`config.mk`:
```
export PLATFORM = sky130hd
export DESIGN_NAME = serial_csr_top
export DESIGN_NICKNAME = d
export VERILOG_FILES = /design/src/rtl/serial_csr_pkg.sv /design/src/rtl/serial_csr_decode.sv /design/src/rtl/serial_csr_store.sv /design/src/rtl/serial_csr_flags.sv /design/src/rtl/serial_csr_top.sv
export SDC_FILE = /design/constraint.sdc
export NUM_CORES = 1
export LEC_CHECK = 0
export ABC_AREA = 0
export BUFFER_PORTS_ARGS = -buffer_cell sky130_fd_sc_hd__buf_2
export CAP_MARGIN = 20
export CELL_PAD_IN_SITES_DETAIL_PLACEMENT = 1
export CELL_PAD_IN_SITES_GLOBAL_PLACEMENT = 2
export CORE_ASPECT_RATIO = 1.1
export CORE_MARGIN = 5
export CORE_UTILIZATION = 35
export DETAILED_ROUTE_END_ITERATION = 8
export PLACE_DENSITY = 0.81
export SLEW_MARGIN = 20
export SYNTH_ARGS = -nofsm -noshare
export SYNTH_HDL_FRONTEND = slang
export SYNTH_SLANG_ARGS = --single-unit
```
`constraint.sdc`:
```
create_clock -name clk -period 2 [get_ports clk]
set_input_delay 0.1 -clock clk [delete_from_list [all_inputs] [get_ports clk]]
set_output_delay 0.1 -clock clk [all_outputs]
set_load 0.05 [all_outputs]
```
`src/rtl/serial_csr_pkg.sv`:
```
package serial_csr_pkg;
  localparam int OFS_STATUS = 'h00;
  localparam int OFS_DATA   = 'h04;
  localparam int OFS_BAUD   = 'h08;
  localparam int OFS_CTL1   = 'h0C;
  localparam int OFS_CTL2   = 'h10;
  localparam int OFS_CTL3   = 'h14;
  localparam int OFS_GUARD  = 'h18;

  localparam int ST_TXE  = 7;
  localparam int ST_DONE = 6;
  localparam int ST_AVAIL = 5;

  localparam int C1_PORT_EN = 13;
  localparam int C1_AV_IE   = 5;
  localparam int C1_RX_EN   = 2;

  localparam int unsigned STATUS_RESET = 'h00C0;
  localparam int unsigned ST_REPLACE_MAX = 'h3FF;
  localparam int unsigned TX_LIMIT = 'hF000;

  localparam int NUM_PLAIN = 5;
  localparam int PL_BAUD  = 0;
  localparam int PL_CTL1  = 1;
  localparam int PL_CTL2  = 2;
  localparam int PL_CTL3  = 3;
  localparam int PL_GUARD = 4;

  typedef enum logic [2:0] {
    SEL_STATUS, SEL_DATA, SEL_PLAIN, SEL_NONE
  } reg_kind_e;

  typedef struct packed {
    reg_kind_e   kind;
    logic [2:0]  plain_idx;
  } reg_sel_t;
endpackage

```
`src/rtl/serial_csr_decode.sv`:
```
module serial_csr_decode
  import serial_csr_pkg::*;
#(
  parameter int ADDR_W = 13
) (
  input  logic [ADDR_W-1:0] addr,
  output reg_sel_t          sel
);
  localparam int WORD_W = ADDR_W - 2;

  logic [WORD_W-1:0] word;
  assign word = addr[ADDR_W-1:2];

  always_comb begin
    sel.kind      = SEL_NONE;
    sel.plain_idx = '0;
    if (addr[1:0] == 2'b00) begin
      case (word)
        WORD_W'(OFS_STATUS >> 2): sel.kind = SEL_STATUS;
        WORD_W'(OFS_DATA   >> 2): sel.kind = SEL_DATA;
        WORD_W'(OFS_BAUD   >> 2): begin sel.kind = SEL_PLAIN; sel.plain_idx = 3'(PL_BAUD);  end
        WORD_W'(OFS_CTL1   >> 2): begin sel.kind = SEL_PLAIN; sel.plain_idx = 3'(PL_CTL1);  end
        WORD_W'(OFS_CTL2   >> 2): begin sel.kind = SEL_PLAIN; sel.plain_idx = 3'(PL_CTL2);  end
        WORD_W'(OFS_CTL3   >> 2): begin sel.kind = SEL_PLAIN; sel.plain_idx = 3'(PL_CTL3);  end
        WORD_W'(OFS_GUARD  >> 2): begin sel.kind = SEL_PLAIN; sel.plain_idx = 3'(PL_GUARD); end
        default: ;
      endcase
    end
  end
endmodule

```
`src/rtl/serial_csr_store.sv`:
```
module serial_csr_store
  import serial_csr_pkg::*;
#(
  parameter int DATA_W = 32,
  parameter int NREG   = NUM_PLAIN
) (
  input  logic                         clk,
  input  logic                         rst,
  input  logic [NREG-1:0]              wr_en,
  input  logic [DATA_W-1:0]            wdata,
  output logic [NREG-1:0][DATA_W-1:0]  regs
);
  for (genvar g = 0; g < NREG; g++) begin : g_reg
    always_ff @(posedge clk) begin
      if (rst)           regs[g] <= '0;
      else if (wr_en[g]) regs[g] <= wdata;
    end
  end
endmodule

```
`src/rtl/serial_csr_flags.sv`:
```
module serial_csr_flags
  import serial_csr_pkg::*;
#(
  parameter int DATA_W = 32,
  parameter int BYTE_W = 8
) (
  input  logic              clk,
  input  logic              rst,
  input  logic              rd_status,
  input  logic              rd_data,
  input  logic              wr_status,
  input  logic              wr_data,
  input  logic              wr_ctl1,
  input  logic [DATA_W-1:0] wdata,
  input  logic [DATA_W-1:0] ctl1,
  input  logic              rx_valid,
  input  logic [BYTE_W-1:0] rx_byte,
  output logic              rx_ready,
  output logic [DATA_W-1:0] status,
  output logic [BYTE_W-1:0] data,
  output logic              irq,
  output logic              tx_strobe,
  output logic [BYTE_W-1:0] tx_byte
);
  logic [DATA_W-1:0] status_n;
  logic [BYTE_W-1:0] data_n;
  logic              irq_n;
  logic              tx_go;
  logic              take;

  assign rx_ready = ~status[ST_AVAIL];
  assign take     = rx_valid & ~status[ST_AVAIL];
  assign tx_go    = wr_data & (wdata < DATA_W'(TX_LIMIT));

  always_comb begin
    status_n = status;
    data_n   = data;
    irq_n    = irq;
    if (rd_status) status_n[ST_DONE] = 1'b0;
    if (rd_data) begin
      status_n[ST_TXE]   = 1'b1;
      status_n[ST_AVAIL] = 1'b0;
      irq_n              = 1'b0;
    end
    if (wr_status) begin
      if (wdata <= DATA_W'(ST_REPLACE_MAX)) status_n = wdata;
      else                                  status_n = status & wdata;
      if (!status_n[ST_AVAIL]) irq_n = 1'b0;
    end
    if (tx_go) begin
      status_n[ST_DONE] = 1'b1;
      status_n[ST_TXE]  = 1'b0;
    end
    if (wr_ctl1 && wdata[C1_AV_IE] && status_n[ST_AVAIL]) irq_n = 1'b1;
    if (take) begin
      data_n = rx_byte;
      if (ctl1[C1_PORT_EN] && ctl1[C1_RX_EN]) begin
        status_n[ST_AVAIL] = 1'b1;
        if (ctl1[C1_AV_IE]) irq_n = 1'b1;
      end
    end
  end

  always_ff @(posedge clk) begin
    if (rst) begin
      status    <= DATA_W'(STATUS_RESET);
      data      <= '0;
      irq       <= 1'b0;
      tx_strobe <= 1'b0;
      tx_byte   <= '0;
    end else begin
      status    <= status_n;
      data      <= data_n;
      irq       <= irq_n;
      tx_strobe <= tx_go;
      if (tx_go) tx_byte <= wdata[BYTE_W-1:0];
    end
  end
endmodule

```
`src/rtl/serial_csr_top.sv`:
```
module serial_csr_top
  import serial_csr_pkg::*;
#(
  parameter int ADDR_W = 13,
  parameter int DATA_W = 32,
  parameter int BYTE_W = 8
) (
  input  logic              clk,
  input  logic              rst,
  input  logic              req_valid,
  input  logic              req_write,
  input  logic [ADDR_W-1:0] req_addr,
  input  logic [DATA_W-1:0] req_wdata,
  output logic              rsp_valid,
  output logic [DATA_W-1:0] rsp_rdata,
  input  logic              rx_valid,
  input  logic [BYTE_W-1:0] rx_byte,
  output logic              rx_ready,
  output logic              tx_strobe,
  output logic [BYTE_W-1:0] tx_byte,
  output logic              irq
);
  reg_sel_t                          sel;
  logic                              rd, wr;
  logic [NUM_PLAIN-1:0]              plain_we;
  logic [NUM_PLAIN-1:0][DATA_W-1:0]  plain;
  logic [DATA_W-1:0]                 status;
  logic [BYTE_W-1:0]                 data;
  logic [DATA_W-1:0]                 rd_mux;

  assign rd = req_valid & ~req_write;
  assign wr = req_valid &  req_write;

  serial_csr_decode #(.ADDR_W(ADDR_W)) dec_i (
    .addr (req_addr),
    .sel  (sel)
  );

  for (genvar g = 0; g < NUM_PLAIN; g++) begin : g_we
    assign plain_we[g] = wr && sel.kind == SEL_PLAIN && sel.plain_idx == 3'(g);
  end

  serial_csr_store #(.DATA_W(DATA_W), .NREG(NUM_PLAIN)) store_i (
    .clk   (clk),
    .rst   (rst),
    .wr_en (plain_we),
    .wdata (req_wdata),
    .regs  (plain)
  );

  serial_csr_flags #(.DATA_W(DATA_W), .BYTE_W(BYTE_W)) flags_i (
    .clk       (clk),
    .rst       (rst),
    .rd_status (rd && sel.kind == SEL_STATUS),
    .rd_data   (rd && sel.kind == SEL_DATA),
    .wr_status (wr && sel.kind == SEL_STATUS),
    .wr_data   (wr && sel.kind == SEL_DATA),
    .wr_ctl1   (plain_we[PL_CTL1]),
    .wdata     (req_wdata),
    .ctl1      (plain[PL_CTL1]),
    .rx_valid  (rx_valid),
    .rx_byte   (rx_byte),
    .rx_ready  (rx_ready),
    .status    (status),
    .data      (data),
    .irq       (irq),
    .tx_strobe (tx_strobe),
    .tx_byte   (tx_byte)
  );

  always_comb begin
    case (sel.kind)
      SEL_STATUS: rd_mux = status;
      SEL_DATA:   rd_mux = DATA_W'(data);
      SEL_PLAIN:  rd_mux = plain[sel.plain_idx];
      default:    rd_mux = '0;
    endcase
  end

  always_ff @(posedge clk) begin
    if (rst) begin
      rsp_valid <= 1'b0;
      rsp_rdata <= '0;
    end else begin
      rsp_valid <= rd;
      if (rd) rsp_rdata <= rd_mux;
    end
  end
endmodule

```
==> results.txt <==
----------------------------------------------------
[Timing]
  Worst setup skew after layout ... 8.147 ps
  Setup repair after global routing missed its margin ... true
  Actual slew at the worst max-slew pin ... 615.3 ps
  Fin worst setup slack ... 150.7 ps
  Final critical-path share of the clock period ... 0.9247
  Final Critical Period ... 1849 ps
  Number of max-slew violations in the final report ... 0
  Count of endpoints failing setup in the final report ... 0
  Rel. slew slack ... 0.5898
  Final number of hold-violating endpoints ... 0
  Top achievable clock speed ... 540.7 MHz

[Cells and area]
  Number of nets in the layout ... 1461
  Leading cell type in the layout, fill and taps excluded ... sky130_fd_sc_hd__nand2_1
  Synthesis-to-layout area growth ... 24.59%
  Ant diodes ... 0
  Total of fill cells in the finished design ... 3463
  Non-Filler Instances ... 1796
  Commonest non-fill, non-tap cells in the layout ... sky130_fd_sc_hd__nand2_1 (356), sky130_fd_sc_hd__dfxtp_1 (243), sky130_fd_sc_hd__a21oi_1 (192)
  Fraction of final layout cells with drive strength greater than 1 ... 0.1772

[GRT]
  Largest net degree at the start of global routing ... 53
  Aggregate global routing overflow ... 0
  Initial antenna violation count ... 0
  First-pass GRT wire length ... 62910 um
  Overall Global Routing Usage ... 0.2375
  Number of global-route vias before repair ... 10840

[Route]
  DRC Markers ... 0
  First-pass iteration count of the detailed router ... 5
  DR iter-0 viols ... 546
  DR vias/cell ... 5.707
  WL final ... 40130 um
  Post-detailed-route wirelength per cell ... 22.35 um
  Number of nets with antenna violations after routing ... 0
  Overall via count from detail_route ... 10250

[Yosys]
  Async S/R FF share, synth ... 0
  Number of distinct standard cells referenced by the synthesized netlist ... 55
  Count of flip-flops with a built-in enable after synthesis ... 0
  Post-synthesis instance area ... 10360 um2
  Synthesis warning total ... 0
  Average size of a mapped cell ... 8.116 um2
  Total nets after synthesis ... 1335
  Synthesized netlist cell count ... 1277
  Most frequently used flop master after synthesis ... sky130_fd_sc_hd__dfxtp_1
  Sequential share of the synthesized area ... 0.4694
  Seq cells post-synth ... 243

[CTS]
  TritonCTS clock tree ... yes
  Postcts setup bufs ... 0
  Clock transition at the registers of the reported paths ... 60 ps
  Maximum root-to-sink buffer count ... 3
  Total clock buffers created by CTS ... 27
  Worst skew pair latency ... 540 ps
  Total number of clock tree sinks ... 243
  Clock Tree Root ... sky130_fd_sc_hd__clkbuf_16
  Number of H-tree levels ... 1

[Run]
  Max-cap check violation count ... 0

[Floorplanning]
  Number of ports placed on the die boundary ... 102
  Number of placement rows ... 66
  Floorplan die area ... 33160 um2
  Horizontal die dimension ... 174.1 um
  Core outline area ... 29400 um2
  Initial standard-cell utilization of the core ... 0.3525
  Height of the die ... 190.5 um

[Min path]
  Worst hold start ... req_wdata[13]
  Count of cells along the worst hold path ... 4
  Worst-case hold path end point ... store_i.regs[141]
  Worst min-delay path category ... in2reg

[Setup path]
  Launching point of the worst reg2reg path ... store_i.regs[45]
  Startpoint type of the worst setup path ... input pin
  Arrival @ worst endpoint ... 2330 ps
  R2R Setup Slk ... 760 ps
  Critical Path End Type ... register
  Endpoint of the worst-slack reg-to-reg timing path ... rsp_rdata[13]
  Maximum fanout encountered on the critical timing path ... 24
  Number of cells traversed by the worst register-to-register path ... 5
  Path type of the worst setup path ... in2reg
  Required time at the worst-slack endpoint ... 2480 ps

[Place]
  Detailed-placement wirelength estimate ... 25090 um
  Buffers added on ports ... 101
  Instance count after placement with tap cells included ... 1707
  Global placement routability congestion ... 0.8124
  Pre-CTS WS ... -99.41 ps

[Power]
  Total power divided by cell area ... 817.5 nW/um2
  Total power consumption of the routed design ... 10.56 mW
  Peak supply drop ... 0.4972 mV
  Leakage power figure ... 4.731 nW

[Run status]
  Outcome ... completed

----------------------------------------------------
==> kinds of logic after synthesis <==
logic type                Yosys count  share of synthesized area
and+or+nand+nor                   475                     0.1976
DFF                               243                     0.4694
buffers and inverters             129                    0.05879
AOI/OAI and AO/OA                 420                     0.2645
muxes                               9                   0.008813
xor gates and xnor gates            1                  0.0008453
==> worst max path at each step <==
stage | cells past startpoint | slack, ps | endpoint | start
4_1_cts | 9 | 20 | flags_i.tx_byte[5] | req_wdata[21]
2_1_floorplan | 8 | 260 | store_i.regs[100] | req_addr[5]
3_3_place_gp | 9 | -100 | flags_i.tx_byte[0] | req_wdata[16]
3_5_place_dp | 9 | -100 | flags_i.tx_byte[7] | req_wdata[16]
6_report | 8 | 150 | store_i.regs[41] | req_addr[2]
5_1_grt | 9 | -5 | flags_i.tx_byte[6] | req_wdata[21]
==> synthesized netlist by cell type (2+ instances only) <==
cell / n / area [um2]
sky130_fd_sc_hd__o221ai_1: 7 / 61.31
sky130_fd_sc_hd__o221a_1: 18 / 202.7
sky130_fd_sc_hd__o221a_2: 12 / 135.1
sky130_fd_sc_hd__buf_2: 43 / 215.2
sky130_fd_sc_hd__a31oi_1: 3 / 18.77
sky130_fd_sc_hd__buf_6: 6 / 67.56
sky130_fd_sc_hd__nor3_1: 23 / 115.1
sky130_fd_sc_hd__o22ai_1: 32 / 200.2
sky130_fd_sc_hd__a22oi_1: 16 / 120.1
sky130_fd_sc_hd__buf_4: 7 / 52.55
sky130_fd_sc_hd__o21ai_0: 26 / 130.1
sky130_fd_sc_hd__a211oi_1: 24 / 180.2
sky130_fd_sc_hd__nand2_1: 356 / 1336
sky130_fd_sc_hd__nor4_4: 2 / 42.54
sky130_fd_sc_hd__inv_1: 6 / 22.52
sky130_fd_sc_hd__nor2b_1: 5 / 31.28
sky130_fd_sc_hd__or4bb_1: 2 / 22.52
sky130_fd_sc_hd__a21oi_1: 192 / 960.9
sky130_fd_sc_hd__a221o_1: 21 / 210.2
sky130_fd_sc_hd__nor4_1: 6 / 37.54
sky130_fd_sc_hd__a222oi_1: 3 / 30.03
sky130_fd_sc_hd__nand3_1: 6 / 30.03
sky130_fd_sc_hd__or3_1: 4 / 25.02
sky130_fd_sc_hd__o21bai_1: 21 / 157.7
sky130_fd_sc_hd__clkbuf_1: 65 / 244.0
sky130_fd_sc_hd__dfxtp_1: 243 / 4865
sky130_fd_sc_hd__o2bb2ai_1: 7 / 61.31
sky130_fd_sc_hd__nand4_1: 6 / 37.54
sky130_fd_sc_hd__and3_1: 2 / 12.51
sky130_fd_sc_hd__o31ai_1: 24 / 180.2
sky130_fd_sc_hd__a221oi_1: 3 / 26.28
sky130_fd_sc_hd__mux2i_1: 8 / 80.08
sky130_fd_sc_hd__and4_1: 2 / 17.52
sky130_fd_sc_hd__nor2_1: 43 / 161.4
sky130_fd_sc_hd__nor3_2: 6 / 60.06
sky130_fd_sc_hd__o21ai_1: 8 / 40.04
==> critical path, stage by stage <==
cell,delay [ps]
sky130_fd_sc_hd__buf_2,170
sky130_fd_sc_hd__or4bb_1,610
sky130_fd_sc_hd__buf_12,210
sky130_fd_sc_hd__nor3_4,230
sky130_fd_sc_hd__buf_12,240
sky130_fd_sc_hd__nand2_1,70
sky130_fd_sc_hd__a21oi_1,120
sky130_fd_sc_hd__dlygate4sd3_1,560
==> flip-flops by register name, indices dropped and copies added (netlist names) <==
register,count
flags_i.data,8
flags_i.tx_strobe,1
flags_i.tx_byte,8
rsp_rdata,32
flags_i.irq,1
rsp_valid,1
store_i.regs,160
flags_i.status,32
==> power breakdown <==
part	leakage (nW)	total, mW	internal, mW	switching, mW
Clock	0.422	4.95	2.90	2.05
Combinational	2.35	0.722	0.234	0.488
Sequential	1.96	4.89	4.87	0.0178
==> area by class of cell <==
cell class	count	area, um2	share of cell area
Multi-Input combinational cell	905	4967	0.3847
Clock inverter	7	92.59	0.007171
Sequential cell	243	4865	0.3767
Timing Repair Buffer	219	1725	0.1336
Tap cell	374	467.9	0.03624
Inverter	7	26.28	0.002035
Clock buffer	41	768.2	0.05950
==> layer usage <==
layer | GRT usage | wire (um) | vias up
li1 | - | - | 4785
met1 | 0.3054 | 17510 | 5103
met2 | 0.4130 | 19340 | 280
met3 | 0.03014 | 1971 | 81
met4 | 0.08194 | 1311 | 0
met5 | 0 | 0 | -
==> per-stage QoR <==
| step | setup TNS, ps | util | hold WS [ps] | instance area (um2) |
|---|---|---|---|---|
| after detailed placement | -1037 | 0.3950 | 352.0 | 11610 |
| after global placement | -1200 | 0.3950 | 344.1 | 11610 |
| after CTS | 0 | 0.4382 | 7.030 | 12880 |
| after floorplan | 0 | - | 236.0 | 10360 |
| final | 0 | 0.4392 | 27.89 | 12910 |
| after global routing | -5.023 | 0.4392 | 20.24 | 12910 |
==> timing repair <==
item / CTS / global route
hold endpoints to repair: 185 / 0
gates resized for setup: 0 / 4
hold buffers: 41 / 0
endpoints found under the setup margin: 0 / 9
Power figures use the tool's default switching activity.
